`src/rtl/ps_cfg_pkg.sv`:
```
package ps_cfg_pkg;

  typedef enum logic [2:0] {
    LD_IDLE  = 3'd0,
    LD_PROG  = 3'd1,
    LD_WSTAT = 3'd2,
    LD_XFER  = 3'd3,
    LD_TAIL  = 3'd4,
    LD_USER  = 3'd5
  } ld_state_e;

endpackage

```
`src/rtl/ps_cfg_sync.sv`:
```
module ps_cfg_sync #(
  parameter int unsigned W      = 3,
  parameter int unsigned STAGES = 2
) (
  input  logic         clk,
  input  logic         rst_n,
  input  logic [W-1:0] d,
  output logic [W-1:0] q
);

  logic [STAGES-1:0][W-1:0] stg_q;

  for (genvar g = 0; g < STAGES; g++) begin : g_stage
    if (g == 0) begin : g_first
      always_ff @(posedge clk or negedge rst_n) begin
        if (!rst_n) stg_q[g] <= '0;
        else        stg_q[g] <= d;
      end
    end else begin : g_next
      always_ff @(posedge clk or negedge rst_n) begin
        if (!rst_n) stg_q[g] <= '0;
        else        stg_q[g] <= stg_q[g-1];
      end
    end
  end

  assign q = stg_q[STAGES-1];

endmodule

```
`src/rtl/ps_cfg_tick.sv`:
```
module ps_cfg_tick #(
  parameter int unsigned DIV = 2
) (
  input  logic clk,
  input  logic rst_n,
  input  logic en,
  output logic tick
);

  localparam int unsigned CW = (DIV > 1) ? $clog2(DIV) : 1;

  logic [CW-1:0] cnt_q;
  logic [CW-1:0] cnt_d;

  assign tick = en && (cnt_q == CW'(DIV - 1));

  always_comb begin
    if (!en || tick) cnt_d = '0;
    else             cnt_d = cnt_q + 1'b1;
  end

  always_ff @(posedge clk or negedge rst_n) begin
    if (!rst_n) cnt_q <= '0;
    else        cnt_q <= cnt_d;
  end

endmodule

```
`src/rtl/ps_cfg_shift.sv`:
```
module ps_cfg_shift #(
  parameter int unsigned BW = 8
) (
  input  logic          clk,
  input  logic          rst_n,
  input  logic          clr,
  input  logic          allow,
  input  logic          in_valid,
  input  logic [BW-1:0] in_data,
  input  logic          in_last,
  output logic          in_ready,
  input  logic          adv,
  output logic          bit_o,
  output logic          full,
  output logic          final_o
);

  localparam int unsigned CW = $clog2(BW + 1);

  logic [BW-1:0] sh_q, sh_d;
  logic [CW-1:0] cnt_q, cnt_d;
  logic          last_q, last_d;
  logic          take;

  assign full     = (cnt_q != '0);
  assign in_ready = allow && !full;
  assign take     = in_ready && in_valid;
  assign bit_o    = sh_q[0];
  assign final_o  = last_q && (cnt_q == CW'(1));

  always_comb begin
    sh_d   = sh_q;
    cnt_d  = cnt_q;
    last_d = last_q;
    if (clr) begin
      cnt_d  = '0;
      last_d = 1'b0;
    end else if (take) begin
      sh_d   = in_data;
      cnt_d  = CW'(BW);
      last_d = in_last;
    end else if (adv && full) begin
      sh_d  = {1'b0, sh_q[BW-1:1]};
      cnt_d = cnt_q - 1'b1;
    end
  end

  always_ff @(posedge clk or negedge rst_n) begin
    if (!rst_n) begin
      sh_q   <= '0;
      cnt_q  <= '0;
      last_q <= 1'b0;
    end else begin
      sh_q   <= sh_d;
      cnt_q  <= cnt_d;
      last_q <= last_d;
    end
  end

endmodule

```
`src/rtl/ps_cfg_loader.sv`:
```
module ps_cfg_loader
  import ps_cfg_pkg::*;
#(
  parameter int unsigned CLK_DIV     = 4,
  parameter int unsigned PROG_LOW    = 200,
  parameter int unsigned STAT_WAIT   = 10000000,
  parameter int unsigned TAIL_MAX    = 1024,
  parameter int unsigned USE_INIT    = 1,
  parameter int unsigned SYNC_STAGES = 2,
  parameter int unsigned BYTE_W      = 8
) (
  input  logic              clk,
  input  logic              rst_n,
  input  logic              start,
  input  logic              in_valid,
  input  logic [BYTE_W-1:0] in_data,
  input  logic              in_last,
  output logic              in_ready,
  output logic              cfg_prog_n,
  output logic              cfg_clk,
  output logic              cfg_dat,
  output logic              cfg_dat_oe,
  input  logic              cfg_stat,
  input  logic              cfg_done,
  input  logic              cfg_init,
  output logic              busy,
  output logic              done,
  output logic              err
);

  localparam int unsigned T_A  = (PROG_LOW > STAT_WAIT) ? PROG_LOW : STAT_WAIT;
  localparam int unsigned T_B  = (T_A > TAIL_MAX) ? T_A : TAIL_MAX;
  localparam int unsigned TW   = $clog2(T_B + 1);

  // reset: asserted asynchronously, released on a clock edge
  logic [1:0] rst_pipe_q;
  logic       rst_i;

  always_ff @(posedge clk or negedge rst_n) begin
    if (!rst_n) rst_pipe_q <= 2'b00;
    else        rst_pipe_q <= {rst_pipe_q[0], 1'b1};
  end
  assign rst_i = rst_pipe_q[1];

  // synchronized target lines
  logic [2:0] tgt_raw, tgt_s;
  logic       stat_s, done_s, init_s;

  assign tgt_raw = {cfg_init, cfg_done, cfg_stat};

  ps_cfg_sync #(.W(3), .STAGES(SYNC_STAGES)) u_sync (
    .clk   (clk),
    .rst_n (rst_i),
    .d     (tgt_raw),
    .q     (tgt_s)
  );

  assign stat_s = tgt_s[0];
  assign done_s = tgt_s[1];
  assign init_s = tgt_s[2];

  // state
  ld_state_e st_q, st_d;
  logic [TW-1:0] tmr_q, tmr_d;
  logic sclk_q, sclk_d;
  logic err_q, err_d;
  logic done_q, done_d;
  logic seen_q, seen_d;

  // shifter and clock divider links
  logic sh_full, sh_bit, sh_final;
  logic tick, tick_en, rise, fall, adv, fin_ok;
  logic in_xfer;

  assign in_xfer = (st_q == LD_XFER);
  assign tick_en = (in_xfer && sh_full) || (st_q == LD_TAIL);
  assign rise    = tick && !sclk_q;
  assign fall    = tick && sclk_q;
  assign adv     = in_xfer && fall && stat_s;
  assign fin_ok  = done_s && ((USE_INIT == 0) || !init_s);

  ps_cfg_tick #(.DIV(CLK_DIV)) u_tick (
    .clk   (clk),
    .rst_n (rst_i),
    .en    (tick_en),
    .tick  (tick)
  );

  ps_cfg_shift #(.BW(BYTE_W)) u_shift (
    .clk      (clk),
    .rst_n    (rst_i),
    .clr      (!in_xfer),
    .allow    (in_xfer),
    .in_valid (in_valid),
    .in_data  (in_data),
    .in_last  (in_last),
    .in_ready (in_ready),
    .adv      (adv),
    .bit_o    (sh_bit),
    .full     (sh_full),
    .final_o  (sh_final)
  );

  // next-state logic
  always_comb begin
    st_d   = st_q;
    tmr_d  = tmr_q;
    sclk_d = sclk_q;
    err_d  = err_q;
    done_d = done_q;
    seen_d = seen_q;
    unique case (st_q)
      LD_IDLE, LD_USER: begin
        sclk_d = 1'b0;
        if (start) begin
          st_d   = LD_PROG;
          tmr_d  = '0;
          err_d  = 1'b0;
          done_d = 1'b0;
          seen_d = 1'b0;
        end
      end
      LD_PROG: begin
        if (!stat_s) seen_d = 1'b1;
        if (tmr_q == TW'(PROG_LOW - 1)) begin
          st_d  = LD_WSTAT;
          tmr_d = '0;
        end else begin
          tmr_d = tmr_q + 1'b1;
        end
      end
      LD_WSTAT: begin
        if (!stat_s) seen_d = 1'b1;
        if (seen_q && stat_s) begin
          st_d  = LD_XFER;
          tmr_d = '0;
        end else if (tmr_q == TW'(STAT_WAIT - 1)) begin
          st_d  = LD_IDLE;
          err_d = 1'b1;
        end else begin
          tmr_d = tmr_q + 1'b1;
        end
      end
      LD_XFER: begin
        if (!stat_s) begin
          st_d   = LD_IDLE;
          err_d  = 1'b1;
          sclk_d = 1'b0;
        end else if (rise) begin
          sclk_d = 1'b1;
        end else if (fall) begin
          sclk_d = 1'b0;
          if (sh_final) begin
            st_d  = LD_TAIL;
            tmr_d = '0;
          end
        end
      end
      LD_TAIL: begin
        if (!stat_s) begin
          st_d   = LD_IDLE;
          err_d  = 1'b1;
          sclk_d = 1'b0;
        end else if (fin_ok) begin
          st_d   = LD_USER;
          done_d = 1'b1;
          sclk_d = 1'b0;
        end else if (rise) begin
          if (tmr_q == TW'(TAIL_MAX)) begin
            st_d   = LD_IDLE;
            err_d  = 1'b1;
            sclk_d = 1'b0;
          end else begin
            tmr_d  = tmr_q + 1'b1;
            sclk_d = 1'b1;
          end
        end else if (fall) begin
          sclk_d = 1'b0;
        end
      end
      default: begin
        st_d   = LD_IDLE;
        sclk_d = 1'b0;
      end
    endcase
  end

  // registers
  always_ff @(posedge clk or negedge rst_i) begin
    if (!rst_i) begin
      st_q   <= LD_IDLE;
      tmr_q  <= '0;
      sclk_q <= 1'b0;
      err_q  <= 1'b0;
      done_q <= 1'b0;
      seen_q <= 1'b0;
    end else begin
      st_q   <= st_d;
      tmr_q  <= tmr_d;
      sclk_q <= sclk_d;
      err_q  <= err_d;
      done_q <= done_d;
      seen_q <= seen_d;
    end
  end

  // outputs
  assign cfg_prog_n = (st_q != LD_PROG);
  assign cfg_clk    = sclk_q;
  assign cfg_dat    = (in_xfer && sh_full) ? sh_bit : 1'b0;
  assign cfg_dat_oe = (in_xfer && sh_full) || (st_q == LD_USER);
  assign busy       = (st_q == LD_PROG) || (st_q == LD_WSTAT) ||
                      (st_q == LD_XFER) || (st_q == LD_TAIL);
  assign done       = done_q;
  assign err        = err_q;

endmodule

```
`config.mk`:
```
export PLATFORM = sky130hd
export DESIGN_NAME = ps_cfg_loader
export DESIGN_NICKNAME = d
export VERILOG_FILES = /design/src/rtl/ps_cfg_pkg.sv /design/src/rtl/ps_cfg_sync.sv /design/src/rtl/ps_cfg_tick.sv /design/src/rtl/ps_cfg_shift.sv /design/src/rtl/ps_cfg_loader.sv
export SDC_FILE = /design/constraint.sdc
export NUM_CORES = 1
export LEC_CHECK = 0
export BUFFER_PORTS_ARGS = -buffer_cell sky130_fd_sc_hd__buf_4
export CAP_MARGIN = 25
export CORE_AREA = 2 2 83 85
export CTS_CLUSTER_DIAMETER = 200
export DETAILED_ROUTE_END_ITERATION = 7
export DIE_AREA = 0 0 85 87
export GPL_TIMING_DRIVEN = 0
export PLACE_DENSITY = 0.68
export SLEW_MARGIN = 20
export SYNTH_ARGS = -nofsm -noshare
export SYNTH_HDL_FRONTEND = slang
export SYNTH_SLANG_ARGS = --single-unit
```
`constraint.sdc`:
```
create_clock -name clk -period 2.6 [get_ports clk]
set_clock_uncertainty 0.2 [all_clocks]
set_input_delay 0.26 -clock clk [delete_from_list [all_inputs] [get_ports clk]]
set_output_delay 0.26 -clock clk [all_outputs]
set_load 0.02 [all_outputs]
```
# Word level (Yosys, flattened, before mapping)
# Index checks and enable logic that the tools add are counted.
[totals]
input_bits = 16
elab_cells = 147
ramBits = 0
romBits = 0
n_memories = 0
latch_bits = 0
reg_bits = 54
[classes]
n_bitwise = 0
muxes = 56
n_eq_ne = 38
n_addsub = 3
multipliers = 0
magnitude_cmp = 0
shift = 0
div = 0
reduce_logical = 37
[ops]
columns = ["operator", "count"]
rows = [
  ["two-way mux 24 bit", 12],
  ["one-hot mux 24 bit (5 select lines)", 1],
  ["two-way mux 3 bit", 12],
  ["!= test 2 bit, second input constant", 13],
  ["adder 24 x 1 -> 24 bit, second input constant", 1],
  ["equality test 24 x 11 -> 1 bit, second input constant", 1],
  ["equality test 24 bit, second input constant", 1],
  ["equality test 24 x 8 -> 1 bit, second input constant", 1],
  ["!= test 3 bit, second input constant", 8],
  ["two-way mux 1 bit", 20],
  ["two-way mux 8 bit", 2],
  ["AND reduction 8 bit", 2],
  ["one-hot mux 3 bit (5 select lines)", 1],
  ["logical AND 1 bit", 12],
  ["two-way mux 4 bit", 3],
  ["AND reduction 11 bit", 1],
  ["!= test 4 bit, second input constant", 2],
  ["nonzero test 4 bit", 2],
  ["equality test 3 x 2 -> 1 bit, second input constant", 2],
  ["equality test 3 bit, second input constant", 2],
  ["logical OR 1 bit", 6],
  ["!= test 2 x 1 -> 1 bit, second input constant", 3],
  ["!= test 3 x 1 -> 1 bit, second input constant", 2],
  ["nonzero test 2 bit", 3],
  ["other kinds (16)", 21],
]

# Longest topological paths before layout
[depth]
depth_word = 11
depth_mapped = 14
depth_no_buf = 12

# Cells and area by module
# From an unflattened synthesis, not the netlist that was laid out.
[hier_totals]
hier_cells = 355
hier_area_um2 = 3374.5
[by_module_without_submodules]
columns = ["mod", "seq_area_each_um2", "n_inst", "area_each_um2", "cells_each"]
rows = [
  ["ps_cfg_loader", 825.8, 1, 2257.2, 258],
  ["ps_cfg_shift", 325.3, 1, 853.3, 82],
  ["ps_cfg_sync", 150.1, 1, 172.7, 9],
  ["ps_cfg_tick", 50.0, 1, 91.3, 6],
]

# Least setup slack after synthesis
# OpenSTA, ideal clock, no wires.
[synth_timing]
path_type = "reg2reg"
start = "register st_q[2]"
end = "register tmr_q[14]"
arrival_time_ns = 2.934
setup_ns = 0.069
stages_incl_launch_ff = 14
n_path_buf = 2
path_slack_ns = -0.603
period_less_slack_ns = 3.203
path_cell_list = "dfrtp_1 > clkbuf_1 > nand3b_1 > a21oi_1 > nor2_1 > nor2b_1 > ha_1 > and4b_1 > o221ai_1 > a211o_1 > a221o_1 > buf_6 > or4_1 > nand3_1"
[synth_between]
elab_chain_cells = 7
elab_cells_between_ends = 25
cone_classes = "eq/ne (15); mux (1); reduce/logical (9)"
[synth_lines]
columns = ["item", "line", "rtl"]
rows = [
  ["from (decl)", "ps_cfg_loader.sv:63", "ld_state_e st_q, st_d;"],
  ["from (signal assigned)", "ps_cfg_loader.sv:198", "st_q <= st_d;"],
  ["equality test 3 x 2 -> 1 bit", "ps_cfg_loader.sv:75, ps_cfg_loader.sv:112", ""],
  ["logical AND 1 bit", "ps_cfg_loader.sv:76", "assign tick_en = (in_xfer && sh_full) || (st_q == LD_TAIL);"],
  ["logical OR 1 bit", "ps_cfg_loader.sv:76", ""],
  ["logical AND 1 bit", "ps_cfg_tick.sv:15", "assign tick = en && (cnt_q == CW'(DIV - 1));"],
  ["logical AND 1 bit, on equally long branches", "ps_cfg_loader.sv:78, ps_cfg_loader.sv:77", ""],
  ["!= test 2 bit (no source line)", "-", ""],
  ["AND reduction 11 bit (no source line)", "-", ""],
  ["to (signal assigned)", "ps_cfg_loader.sv:199", "tmr_q <= tmr_d;"],
  ["to (decl)", "ps_cfg_loader.sv:64", "logic [TW-1:0] tmr_q, tmr_d;"],
]
# Parallel ways exist; a longest one is shown, timed or not.
# A chain may end at the register's enable or synchronous reset.

# Worst setup path in the final report
[layout_timing]
start = "register st_q[2]"
end = "register tmr_q[19]"
# Same word-level chain as after synthesis.

==> results.cfg <==
[outcome]
status = finished, violations left
failed_checks = setup timing

[layout]
fin_area_mm2 = 0.00428
num_antenna_cells = 0
final_common_cell = buf_4
layout_common_cells = buf_4 (52), dfrtp_1 (51), nand2_1 (31)
fillCellCount = 521
drive_gt1_share_pct = 30.5
layout.nets = 453
multi_input_comb_area_mm2 = 0.00193
syn_to_final_growth_pct = 37.0
seq_area_mm2 = 0.00136

[place]
placed_area_mm2 = 0.00343
hpwl_um = 5330
place_congestion = 0.872
io_buffers = 23

[clock_tree]
htree_levels = 2
cts_tree = yes
cts_made_buffers = 5
clk_latency_ns = 0.32
clk_pin_slew_ns = 0.10
clkSinkCount = 54
clk_path_buf_depth = 2
root_buffer = clkbuf_8

[drt]
routed_wire_length_per_instance_um = 17.1
antenna_left = 0
drt_pass1_iterations = 4
routed_wl_um = 8720
num_vias = 3037
drc_errors = 0
drt_iter0_markers = 214
viasPerCell = 5.95

[power]
power_density_mw_per_mm2 = 953
leakage_nw = 1.79
total_power_w = 0.00408
ir_drop_uv = 812

[critical_path]
cp_max_fo = 6
crit_family = simple AND/OR/NAND/NOR gates
cp_data_arrival_time_ns = 3.16
end_kind = flip-flop
crit_buf_inv = 1
start_kind = flip-flop
critPathMaxStageDelay_ns = 0.45
path_class = reg2reg
path_cells = nand3b_1 > a21oi_2 > nor2_2 > nor2b_4 > ha_2 > and4b_1 > o221ai_2 > a211o_1 > a221o_1 > buf_6 > or4_1 > o21ai_1
ff2ff_setup_slack_ns = -0.52
slowest_stage = dfrtp_2
crit_required_ns = 2.65

[flow_run]
maxCapViolCount = 0

[logic_synthesis]
ys.flop_type = dfrtp_1
synthTopCellsByArea = dfrtp_1 (43%), o21ai_0 (5.8%), nand2_1 (3.7%), a21oi_1 (3.5%), ha_1 (3.2%)
syn_nets = 379
ys_seq_area_share_pct = 43.2
synthCells = 355
yosysWarnings = 0
synthesis.area_mm2 = 0.00313
synth_cell_type_count = 52
synth-seq-cells = 54
async_flop_share_pct = 100
yosysTopAreaCell = dfrtp_1
syn_avg_cell_area_um2 = 8.80
synth_top_area_share_pct = 43.2
synth_edf_count = 0

[floorplan]
dieArea_mm2 = 0.00740
core_mm2 = 0.00657
start_util_pct = 47.6
die_y_um = 87
rows = 30
dieWidth_um = 85
ios = 24

[timing]
tightest_slew_ns = 0.691
fin_crit_ns = 3.12
slew_headroom_pct = 53.9
rsz0062_at_grt = true
setup_viol = 38
fmax_ghz = 0.321
drv_slew = 0
fin_crit_sh_pct = 120
final-hold-violation-count = 0
layout_setup_ws_ns = -0.516

[global_route]
overflow = 0
grt_util_met2_pct = 40.1
grt_pass1_vias = 2913
grt_first_pass_wirelength_um = 14100
grt_usage_pct = 24.1
grt_max_degree = 53
antenna_found_initial = 0
top_usage_layer = met2
globalRouteMet3Util_pct = 3.03
grt_use_met1_pct = 32.9

[min_path]
hp-class = in2async
path summary, 6_finish.rpt:
kind                                  from       endpoint  depth (start not counted)
setup / recovery                   st_q[2]      tmr_q[19]                         12
hold / removal                       rst_n  rst_pipe_q[1]                          2
setup reg to reg                   st_q[2]      tmr_q[19]                         12
hold reg to reg            u_sync.stg_q[2]    u_sync.q[2]                          0
max in group asynchronous    rst_pipe_q[1]        st_q[2]                          0
min in group clk           u_sync.stg_q[2]    u_sync.q[2]                          0
worst reg2reg max path: stages, from the launching register on:
cell	delay [ns]
dfrtp_2	0.45
nand3b_1	0.22
a21oi_2	0.19
nor2_2	0.07
nor2b_4	0.16
ha_2	0.19
and4b_1	0.23
o221ai_2	0.10
a211o_1	0.30
a221o_1	0.31
buf_6	0.15
or4_1	0.40
o21ai_1	0.09
sequential cells by signal, summed over array words and instances (netlist names):
signal / cells
u_shift.sh_q: 8
u_tick.cnt_q: 2
seen_q: 1
err: 1
tmr_q: 24
u_shift.cnt_q: 4
st_q: 3
done: 1
u_sync.q: 3
u_shift.last_q: 1
rst_pipe_q: 2
u_sync.stg_q: 3
cfg_clk: 1
layout make-up:
class | count | area share [%]
Timing Repair Buffer | 69 | 13.4
Clock buffer | 5 | 1.61
Multi-Input combinational cell | 265 | 45.0
Clock inverter | 3 | 1.61
Tap cell | 80 | 2.34
Buffer | 15 | 2.66
Sequential cell | 54 | 31.7
Inverter | 19 | 1.67
synthesized netlist by cell type (all sizes together) (3+ instances only):
cell	number
a21boi	5
a21oi	22
a31oi	4
and2	4
and3	6
buf	12
clkbuf	5
dfrtp	54
ha	8
inv	19
mux2i	8
nand2	31
nand2b	8
nand3	18
nand4	8
nor2	24
nor2b	5
nor3	13
nor4	5
o21ai	36
o22ai	6
o31ai	11
o41ai	4
or3	3
or4	6
xor2	3
per-layer routing:
metal / share of wire [%] / vias up
li1: - / 1444
met1: 44 / 1482
met2: 49 / 98
met3: 5.3 / 13
met4: 1.6 / 0
met5: 0 / -
report_power, final:
group / internal, W / switching (W) / total (W)
clock network: 0.000386 / 0.000295 / 0.000681
logic: 0.000941 / 0.00137 / 0.00232
registers: 0.000973 / 0.000109 / 0.00108
kinds of logic after synthesis:
family                   count (synthesis)  synth area share [%]
AO/OA/AOI/OAI                          105                  21.4
other                                    1                 0.120
multiplexers                             8                  2.56
buffers and inverters                   36                  5.00
flip-flops                              54                  43.2
adder cells (fa/ha/maj)                  8                  3.20
AND/OR/NAND/NOR                        138                  23.1
XOR/XNOR                                 5                  1.40
per-stage QoR:
step | setup TNS (ns) | utilization [%] | std cells | hold WS, ns | setup slack, ns
2_1_floorplan | -8.18 | - | 355 | -0.236 | -0.402
3_3_place_gp | -21.19 | 52.2 | 458 | -0.157 | -0.835
3_5_place_dp | -21.57 | 52.2 | 458 | -0.154 | -0.855
4_1_cts | -13.08 | 63.1 | 512 | 0.0469 | -0.494
5_1_grt | -18.45 | 65.2 | 510 | 0.0574 | -0.581
6_report | -15.32 | 65.2 | 510 | 0.0531 | -0.516
timing repair:
item                                   in CTS  in global routing
cloned                                      2                  0
pin swaps                                  10                  8
hold buffers                               15                  0
setup endpoints to repair                  40                 43
buffers inserted                           31                  4
endpoints found under the hold margin      17                  0
gates resized for setup                    54                 33
No activity file was read; power rests on OpenSTA's default activity.
